==> config.mk <==
export PLATFORM = sky130hd
export DESIGN_NAME = brm_decoder
export DESIGN_NICKNAME = d
export VERILOG_FILES = /design/src/rtl/brm_pkg.sv /design/src/rtl/brm_range_cmp.sv /design/src/rtl/brm_channel.sv /design/src/rtl/brm_regs.sv /design/src/rtl/brm_decoder.sv
export SDC_FILE = /design/constraint.sdc
export NUM_CORES = 1
export LEC_CHECK = 0
export BUFFER_PORTS_ARGS = -buffer_cell sky130_fd_sc_hd__buf_2
export CORE_UTILIZATION = 33
export CTS_CLUSTER_DIAMETER = 200
export CTS_CLUSTER_SIZE = 14
export DETAILED_ROUTE_END_ITERATION = 16
export GPL_TIMING_DRIVEN = 0
export PLACE_DENSITY = 0.54
export SYNTH_ARGS = -nofsm -noshare
export SYNTH_HDL_FRONTEND = slang
export SYNTH_HIERARCHICAL = 1
export SYNTH_SLANG_ARGS = --single-unit
export TNS_END_PERCENT = 10
==> constraint.sdc <==
create_clock -name clk -period 5.6 [get_ports clk]
set_input_delay 0.28 -clock clk [delete_from_list [all_inputs] [get_ports clk]]
set_output_delay 0.28 -clock clk [all_outputs]
set_load 0.005 [all_outputs]
==> src/rtl/brm_pkg.sv <==
package brm_pkg;
   localparam int unsigned WORD_W   = 64;
   localparam int unsigned LINE_LSB = 6;
   localparam int unsigned ATTR_N   = 4;
   localparam logic [WORD_W-1:0] MASK_RST = 64'h0000_0FFF_FFC0_0000;

   // attribute vector: {dir, instruction, non-secure, privileged}
   function automatic logic [ATTR_N-1:0] pack_attr(input logic is_read, input logic [2:0] prot);
      return {is_read, prot};
   endfunction
endpackage

==> src/rtl/brm_range_cmp.sv <==
module brm_range_cmp
   import brm_pkg::*;
(
   input  logic [WORD_W-1:0] addr,
   input  logic [ATTR_N-1:0] attr,
   input  logic [WORD_W-1:0] base,
   input  logic [WORD_W-1:0] mask,
   output logic              hit
);
   logic line_ok;
   logic [ATTR_N-1:0] attr_bad;

   assign line_ok  = ((addr[WORD_W-1:LINE_LSB] & mask[WORD_W-1:LINE_LSB])
                      == base[WORD_W-1:LINE_LSB]);
   assign attr_bad = mask[ATTR_N-1:0] & (attr ^ base[ATTR_N-1:0]);
   assign hit      = line_ok && (attr_bad == '0);
endmodule

==> src/rtl/brm_channel.sv <==
module brm_channel
   import brm_pkg::*;
#(
   parameter int unsigned NUM_RANGES = 4,
   parameter bit          IS_READ    = 1'b1,
   localparam int unsigned IDX_W     = $clog2(NUM_RANGES)
) (
   input  logic                                 clk,
   input  logic                                 rst_n,
   input  logic                                 req_valid,
   input  logic [WORD_W-1:0]                    req_addr,
   input  logic [2:0]                           req_prot,
   input  logic [NUM_RANGES-1:0][WORD_W-1:0]    base_q,
   input  logic [NUM_RANGES-1:0][WORD_W-1:0]    mask_q,
   output logic                                 res_valid,
   output logic [IDX_W-1:0]                     res_idx,
   output logic                                 res_hit,
   output logic                                 res_err,
   output logic                                 multi
);
   logic [NUM_RANGES-1:0] hit_vec;
   logic [ATTR_N-1:0]     attr;
   logic [IDX_W-1:0]      first_idx;

   assign attr = pack_attr(IS_READ, req_prot);

   for (genvar r = 0; r < NUM_RANGES; r++) begin : g_cmp
      brm_range_cmp u_cmp (
         .addr (req_addr),
         .attr (attr),
         .base (base_q[r]),
         .mask (mask_q[r]),
         .hit  (hit_vec[r])
      );
   end

   always_comb begin
      first_idx = '0;
      for (int r = NUM_RANGES - 1; r >= 0; r--) begin
         if (hit_vec[r]) first_idx = IDX_W'(r);
      end
   end

   assign multi = req_valid && ($countones(hit_vec) > 1);

   always_ff @(posedge clk or negedge rst_n) begin
      if (!rst_n) begin
         res_valid <= 1'b0;
         res_idx   <= '0;
         res_hit   <= 1'b0;
         res_err   <= 1'b0;
      end else begin
         res_valid <= req_valid;
         if (req_valid) begin
            res_idx <= first_idx;
            res_hit <= |hit_vec;
            res_err <= ~|hit_vec;
         end
      end
   end
endmodule

==> src/rtl/brm_regs.sv <==
module brm_regs
   import brm_pkg::*;
#(
   parameter int unsigned NUM_RANGES   = 4,
   parameter bit          PROGRAMMABLE = 1'b1,
   parameter logic [NUM_RANGES*WORD_W-1:0] INIT_BASE = '0,
   parameter logic [NUM_RANGES*WORD_W-1:0] INIT_MASK = {NUM_RANGES{MASK_RST}},
   localparam int unsigned IDX_W  = $clog2(NUM_RANGES),
   localparam int unsigned REG_AW = IDX_W + 2
) (
   input  logic                              clk,
   input  logic                              rst_n,
   input  logic                              reg_we,
   input  logic [REG_AW-1:0]                 reg_addr,
   input  logic [WORD_W-1:0]                 reg_wdata,
   output logic [WORD_W-1:0]                 reg_rdata,
   input  logic                              set_multi,
   output logic                              multi_irq,
   output logic [NUM_RANGES-1:0][WORD_W-1:0] base_q,
   output logic [NUM_RANGES-1:0][WORD_W-1:0] mask_q
);
   logic              sel_status;
   logic [IDX_W-1:0]  sel_range;
   logic              sel_mask;
   logic              clr_irq;

   assign sel_status = reg_addr[REG_AW-1];
   assign sel_range  = reg_addr[IDX_W:1];
   assign sel_mask   = reg_addr[0];
   assign clr_irq    = reg_we && sel_status && reg_wdata[0];

   if (PROGRAMMABLE) begin : g_rw
      for (genvar r = 0; r < NUM_RANGES; r++) begin : g_pair
         logic wr_this;
         assign wr_this = reg_we && !sel_status && (sel_range == IDX_W'(r));
         always_ff @(posedge clk or negedge rst_n) begin
            if (!rst_n) begin
               base_q[r] <= INIT_BASE[r*WORD_W +: WORD_W];
               mask_q[r] <= MASK_RST;
            end else if (wr_this) begin
               if (sel_mask) mask_q[r] <= reg_wdata;
               else          base_q[r] <= reg_wdata;
            end
         end
      end
   end else begin : g_ro
      for (genvar r = 0; r < NUM_RANGES; r++) begin : g_pair
         assign base_q[r] = INIT_BASE[r*WORD_W +: WORD_W];
         assign mask_q[r] = INIT_MASK[r*WORD_W +: WORD_W];
      end
   end

   always_ff @(posedge clk or negedge rst_n) begin
      if (!rst_n)         multi_irq <= 1'b0;
      else if (set_multi) multi_irq <= 1'b1;
      else if (clr_irq)   multi_irq <= 1'b0;
   end

   always_comb begin
      reg_rdata = '0;
      if (sel_status) begin
         reg_rdata[0] = multi_irq;
      end else begin
         for (int r = 0; r < NUM_RANGES; r++) begin
            if (sel_range == IDX_W'(r))
               reg_rdata = sel_mask ? mask_q[r] : base_q[r];
         end
      end
   end
endmodule

==> src/rtl/brm_decoder.sv <==
module brm_decoder
   import brm_pkg::*;
#(
   parameter int unsigned NUM_RANGES   = 4,
   parameter bit          PROGRAMMABLE = 1'b1,
   parameter logic [NUM_RANGES*WORD_W-1:0] INIT_BASE = '0,
   parameter logic [NUM_RANGES*WORD_W-1:0] INIT_MASK = {NUM_RANGES{MASK_RST}},
   localparam int unsigned IDX_W  = $clog2(NUM_RANGES),
   localparam int unsigned REG_AW = IDX_W + 2
) (
   input  logic              clk,
   input  logic              rst_n,
   input  logic              rd_valid,
   input  logic [63:0]       rd_addr,
   input  logic [2:0]        rd_prot,
   input  logic              wr_valid,
   input  logic [63:0]       wr_addr,
   input  logic [2:0]        wr_prot,
   output logic              rd_res_valid,
   output logic [IDX_W-1:0]  rd_res_idx,
   output logic              rd_res_hit,
   output logic              rd_res_err,
   output logic              wr_res_valid,
   output logic [IDX_W-1:0]  wr_res_idx,
   output logic              wr_res_hit,
   output logic              wr_res_err,
   input  logic              reg_we,
   input  logic [REG_AW-1:0] reg_addr,
   input  logic [63:0]       reg_wdata,
   output logic [63:0]       reg_rdata,
   output logic              multi_irq
);
   if (NUM_RANGES < 2) begin : g_bad_n
      $error("brm_decoder: NUM_RANGES must be at least 2");
   end
   if (WORD_W != 64) begin : g_bad_w
      $error("brm_decoder: register width must be 64");
   end

   logic [NUM_RANGES-1:0][WORD_W-1:0] base_q;
   logic [NUM_RANGES-1:0][WORD_W-1:0] mask_q;
   logic rd_multi, wr_multi;

   brm_regs #(
      .NUM_RANGES   (NUM_RANGES),
      .PROGRAMMABLE (PROGRAMMABLE),
      .INIT_BASE    (INIT_BASE),
      .INIT_MASK    (INIT_MASK)
   ) u_regs (
      .clk       (clk),
      .rst_n     (rst_n),
      .reg_we    (reg_we),
      .reg_addr  (reg_addr),
      .reg_wdata (reg_wdata),
      .reg_rdata (reg_rdata),
      .set_multi (rd_multi | wr_multi),
      .multi_irq (multi_irq),
      .base_q    (base_q),
      .mask_q    (mask_q)
   );

   brm_channel #(.NUM_RANGES(NUM_RANGES), .IS_READ(1'b1)) u_rd (
      .clk       (clk),
      .rst_n     (rst_n),
      .req_valid (rd_valid),
      .req_addr  (rd_addr),
      .req_prot  (rd_prot),
      .base_q    (base_q),
      .mask_q    (mask_q),
      .res_valid (rd_res_valid),
      .res_idx   (rd_res_idx),
      .res_hit   (rd_res_hit),
      .res_err   (rd_res_err),
      .multi     (rd_multi)
   );

   brm_channel #(.NUM_RANGES(NUM_RANGES), .IS_READ(1'b0)) u_wr (
      .clk       (clk),
      .rst_n     (rst_n),
      .req_valid (wr_valid),
      .req_addr  (wr_addr),
      .req_prot  (wr_prot),
      .base_q    (base_q),
      .mask_q    (mask_q),
      .res_valid (wr_res_valid),
      .res_idx   (wr_res_idx),
      .res_hit   (wr_res_hit),
      .res_err   (wr_res_err),
      .multi     (wr_multi)
   );
endmodule

==> results_dict.tcl, run 1 <==
set metrics [dict create \
    cts_setup_buffers 0 \
    p_leak_nw 14.6 \
    synth_area_per_cell_um2 11.9 \
    vias_per_cell 5.42 \
    ys_seq_area_frac 0.425 \
    drc 0 \
    synthToLayoutAreaGrowth_pct 14.7 \
    finalPower_mw 12.9 \
    crit_slowest_cell "nor4_1" \
    finalNonFillerCells 4253 \
    yosys_warnings 6 \
    crit_fanout 4 \
    clk_latency_ps 610 \
    dp_cells 4142 \
    synth_edf_count 0 \
    clock_sinks 523 \
    fin_crit_ps 4410 \
    die_w_um 309 \
    die_y_um 309 \
    path_clk_slew_ps 80 \
    place_ws_ps 1430 \
    drtIter0Drc 2272 \
    pwr_density_cell_nw_per_um2 362 \
    synthDistinctLibCells 44 \
    cts_tree "done" \
    start_util 0.333 \
    arrival_ps 4920 \
    htreeDepth 2 \
    synthSimpleGateAreaFrac 0.103 \
    core_area_um2 93300 \
    worst_slew_pin_slew_ps 1530 \
    dieArea_um2 95400 \
    synth-xor-area-share 0.142 \
    path_cells "nand2_1 -> xnor2_1 -> nor4_1 -> nand4_1 -> nor4_2 -> fa_1 -> a21oi_1 -> nor2b_1 -> or2_1 -> a21o_1" \
    cts_inserted_buffers 43 \
    syn_inst 2610 \
    worstSetupPathType "reg2reg" \
    relSlewSlack -0.0212 \
    cpPeakStageDelay_ps 920 \
    wl_per_cell_um 29.5 \
    status "finished with violations" \
    yosysTopAreaCell "dfrtp_1" \
    fmax_mhz 227 \
    grt_pass1_wl_mm 173 \
    drv_slew 21 \
    endpoint_kind "flip-flop" \
    synth_area_leaders "dfrtp_1 (35%), mux2_2 (18%), xnor2_1 (9.9%)" \
    synth_top_family_by_area "multiplexers" \
    yosysMostFrequentCell "mux2_2" \
    worst_slack_ps 1190 \
    fin_hold_ws_ps 6.27 \
    crit_path_start_kind "flip-flop" \
    syn_area_um2 31100 \
    final_util 0.382 \
    cp_top_family "simple AND/OR/NAND/NOR gates" \
    synth_common_cells "mux2_2 (497), nand2_1 (482), dfrtp_1 (435)" \
    cts_resized 0 \
    vias 23062 \
    finalSetupViolCount 0 \
    grt_pass1_vias 22186 \
    drtAntennaViolNets 0 \
    fin_nets 3166 \
    clock-root-buffer "clkbuf_16" \
    final.setup.tns_ps 0 \
    hp-class "in2reg" \
    grt_max_degree 110 \
    synth_seq_cells 523 \
    port_buffers 267 \
    firstDrtPassIters 7 \
    synth_compound_area_frac 0.0125 \
    fin_skew_ps 25.5 \
    maxCapViolations 2 \
    ctsHoldBuffers 22 \
    place_area_um2 34200 \
    violations "max-capacitance violations, max-slew violations" \
    dp_hpwl_mm 90.6 \
    antenna_found_initial 39 \
    clockBufferDepth 3 \
    synth_top_flop_cell "dfrtp_1" \
    required_ps 6110 \
    globalplace.congestion 0.937 \
    ios 282 \
    synth.top_cell.area_share 0.350 \
    final.period_utilization 0.788 \
    ir_drop_uv 225 \
    rows 112 \
    crit_buf_inv 0 \
    wirelength_mm 125 \
    synthAdderAreaFrac 0.00209 \
    stdcell_area_um2 35700 \
    async_reset_ff_frac 1.00 \
    rsz0062_at_grt "false" \
    grtUsageTotal 0.259 \
    hold_violations 0 \
    muxShareOfSynthArea 0.295 \
    overflow 0 \
    final_layout_size_suffix_gt1_frac 0.375 \
]
[layout make-up]
type	count	area, um2
Buffer	97	602
Inverter	7	26.3
Clock inverter	3	36.3
Multi-Input combinational cell	1989	17300
Sequential cell	523	13200
Fill cell	9309	57700
Tap cell	1254	1570
Antenna cell	9	22.5
Timing Repair Buffer	294	1700
Clock buffer	77	1220
[logic make-up (layout without fill, tap and decap cells)]
kind of cell               after synthesis  in the layout
xor gates and xnor gates               496            496
AOI/OAI and AO/OA                       51             51
buffers and inverters                  104            478
adders and majority gates                4              4
and+or+nand+nor                        717            717
muxes                                  713            713
DFF                                    523            523
other                                    2             17
[power by group]
group | total, mW | internal (mW) | leakage (nW) | switching [mW]
Clock | 3.03 | 1.49 | 0.599 | 1.54
Sequential | 5.80 | 4.76 | 6.26 | 1.05
Combinational | 4.08 | 2.12 | 7.78 | 1.97
Total | 12.9 | 8.37 | 14.6 | 4.56
[per-layer routing]
metal,GRT usage,vias to the layer above,share of wire
li1,-,9912,-
met1,0.345,11973,0.42
met2,0.407,886,0.45
met3,0.0617,247,0.081
met4,0.101,44,0.044
met5,0,-,0.0022
[final timing paths]
| check | start | end | slack, ps | depth (start not counted) |
|---|---|---|---|---|
| max in group asynchronous | rst_n | u_regs/base_q[162] | 3280 | 6 |
| max | u_regs/mask_q[231] | u_regs/multi_irq | 1190 | 10 |
| min in group asynchronous | rst_n | u_regs/mask_q[5] | 200 | 2 |
| min reg2reg | u_rd/res_hit | u_rd/res_hit | 480 | 1 |
| min | reg_wdata[9] | u_regs/mask_q[137] | 6 | 2 |
| max reg2reg | u_regs/mask_q[231] | u_regs/multi_irq | 1190 | 10 |
[cells in the final DEF, fill, tap and decap left out, types with 9 or more instances in the layout]
master         instances
a2111oi_0             16
xor2_1               136
dfstp_2               88
dlygate4sd3_1         22
buf_2                302
buf_4                 37
nor4_1                72
dfrtp_1              435
mux2i_1               85
clkbuf_1              45
diode_2                9
a21oi_1               10
mux4_2               112
o22a_1                12
nand4_1               56
nand2_1              482
xnor2_1              352
mux2_2               497
nor2_1                67
clkbuf_16             44
mux2_1                19
[sequential cells by signal, summed over array words and instances, names as in the netlist]
name / count
u_wr/res_valid: 1
u_regs/mask_q: 256
u_regs/base_q: 256
u_wr/res_idx: 2
u_regs/multi_irq: 1
u_rd/res_idx: 2
u_wr/res_hit: 1
u_wr/res_err: 1
u_rd/res_valid: 1
u_rd/res_err: 1
u_rd/res_hit: 1
Note: power is estimated with default switching activity, not from simulation.
==> inputs of run 2 (changes only) <==
- PLACE_DENSITY: 0.54 -> 0.56
- clock period: 5.6 -> 4 ns (I/O delays scaled with it)
==> run 2 against run 1 <==
The flow still finishes with violations (max-capacitance violations, max-slew violations). Sequential share of layout area is 0.61 points lower. Critical path depth stayed put. Routed wire length is 1.3% higher. Power is 40% higher. Design area is 1.7% higher. Die area stayed put. Flip-flop and latch count stayed put. Worst setup slack worse by 1100 ps. Utilization is 0.64 points higher. First-iteration DRC count is 0.57% higher.
==> results_dict.tcl, run 2 (synthesis results as in run 1) <==
set metrics [dict create \
    grt_pass1_wl_mm 175 \
    endpoint_kind "flip-flop" \
    reg2reg_to "u_regs/multi_irq" \
    crit_start "u_regs/mask_q[230]" \
    vias 23351 \
    globalplace.congestion 0.984 \
    wl_per_cell_um 29.6 \
    pwr_density_cell_nw_per_um2 500 \
    grt_pass1_vias 22747 \
    crit_fanout 4 \
    multiInputGateArea_um2 17400 \
    met2_wirelength_mm 56.1 \
    dieArea_um2 95400 \
    cts_setup_buffers 0 \
    synthToLayoutAreaGrowth_pct 16.7 \
    relSlewSlack -0.0412 \
    fin_skew_ps 32.9 \
    die_w_um 309 \
    p_leak_nw 15.0 \
    port_buffers 267 \
    clockBufferDepth 3 \
    final_common_cell "mux2_2" \
    worst_slew_pin_slew_ps 1560 \
    overflow 0 \
    die_y_um 309 \
    final_layout_size_suffix_gt1_frac 0.371 \
    wirelength_mm 127 \
    final_util 0.389 \
    drtIter0Drc 2285 \
    finalSetupViolCount 0 \
    clock-root-buffer "clkbuf_16" \
    rsz0062_at_grt "false" \
    clock_sinks 523 \
    cts_inserted_buffers 43 \
    grtUsageTotal 0.263 \
    place_ws_ps -40.8 \
    dr_wl_met3_mm 12.0 \
    seq_area_um2 13200 \
    violations "max-capacitance violations, max-slew violations" \
    worst_slack_ps 57.4 \
    finalNonFillerCells 4300 \
    fin_crit_ps 3940 \
    dp_hpwl_mm 91.4 \
    start_util 0.333 \
    status "finished with violations" \
    r2r_cells 10 \
    antenna_found_initial 39 \
    rows 112 \
    clk_latency_ps 620 \
    r2r_start "u_regs/mask_q[230]" \
    reg2reg_slack_ps 60 \
    path_clk_slew_ps 70 \
    drv_slew 11 \
    crit_path_start_kind "flip-flop" \
    final.setup.tns_ps 0 \
    final.period_utilization 0.986 \
    highest_layer "met5" \
    vias_per_cell 5.43 \
    arrival_ps 4430 \
    maxCapViolations 1 \
    mostFrequentLayoutCells "mux2_2 (497), nand2_1 (482), dfrtp_1 (435)" \
    wl_met1_mm 53.5 \
    fmax_mhz 254 \
    cts_tree "done" \
    drtAntennaViolNets 0 \
    ios 282 \
    grt_max_degree 114 \
    core_area_um2 93300 \
    hold_violations 0 \
    hp-class "in2async" \
    fillers 9270 \
    ir_drop_uv 312 \
    top_regs "u_regs/base_q x256, u_regs/mask_q x256" \
    worstSetupPathType "reg2reg" \
    dp_cells 4145 \
    fin_nets 3215 \
    required_ps 4480 \
    htreeDepth 2 \
    firstDrtPassIters 7 \
    drc 0 \
]
==> run 2: repair_timing <==
| action | 4_1_cts | 5_1_grt |
|---|---|---|
| endpoints found under the hold margin | 712 | 0 |
| endpoints found under the setup margin | 1 | 1 |
| pin swaps | 0 | 0 |
| hold buffers | 67 | 0 |
| gates resized for setup | 4 | 9 |
==> run 2: metal layers <==
metal,GRT usage,up-vias
li1,-,10007
met1,0.352,12064
met2,0.403,981
met3,0.0780,257
met4,0.0938,42
met5,0,-
==> run 2: cell type report <==
type	instances	share of cell area
inverters	7	0.000725
clock buffers	77	0.0338
plain buffers	97	0.0166
well taps	1254	0.0433
flip-flops and latches	523	0.364
repair buffers	343	0.0614
multi-input cells	1989	0.479
clock inverters	3	0.00100
diodes	7	0.000483
==> run 2: how the worst max path moves through the flow <==
stage	end	slack, ps	depth (start not counted)
2_1_floorplan	u_regs/multi_irq	1260	10
3_3_place_gp	u_regs/base_q[166]	-8780	1
3_5_place_dp	u_regs/multi_irq	-40	10
4_1_cts	u_regs/multi_irq	10	10
5_1_grt	u_regs/multi_irq	80	10
6_report	u_regs/multi_irq	60	10
==> run 2: critical path, stage by stage, from the launching register on <==
cell and delay [ps]:
dfstp_2 560, nand2_1 70, xnor2_1 140, nor4_1 770, nand4_1 540, nor4_4 670, fa_1 500, a21oi_1 150
nor2b_1 60, or2_1 210, a21o_1 150
==> run 2: per-stage QoR <==
stage                     hold slack [ps]  power (mW)  area (um2)
after floorplan                     -95.6        11.7       31100
after global placement                410        13.7       34000
after detailed placement             22.2        13.8       34200
after CTS                            10.7        18.1       36200
after global routing                 14.9        18.9       36300
final                                20.9        18.1       36300
==> run 2: where the power goes <==
group / internal (mW) / switching (mW)
Clock: 2.08 / 2.10
Combinational: 3.01 / 2.82
Sequential: 6.66 / 1.45
Total: 11.8 / 6.37
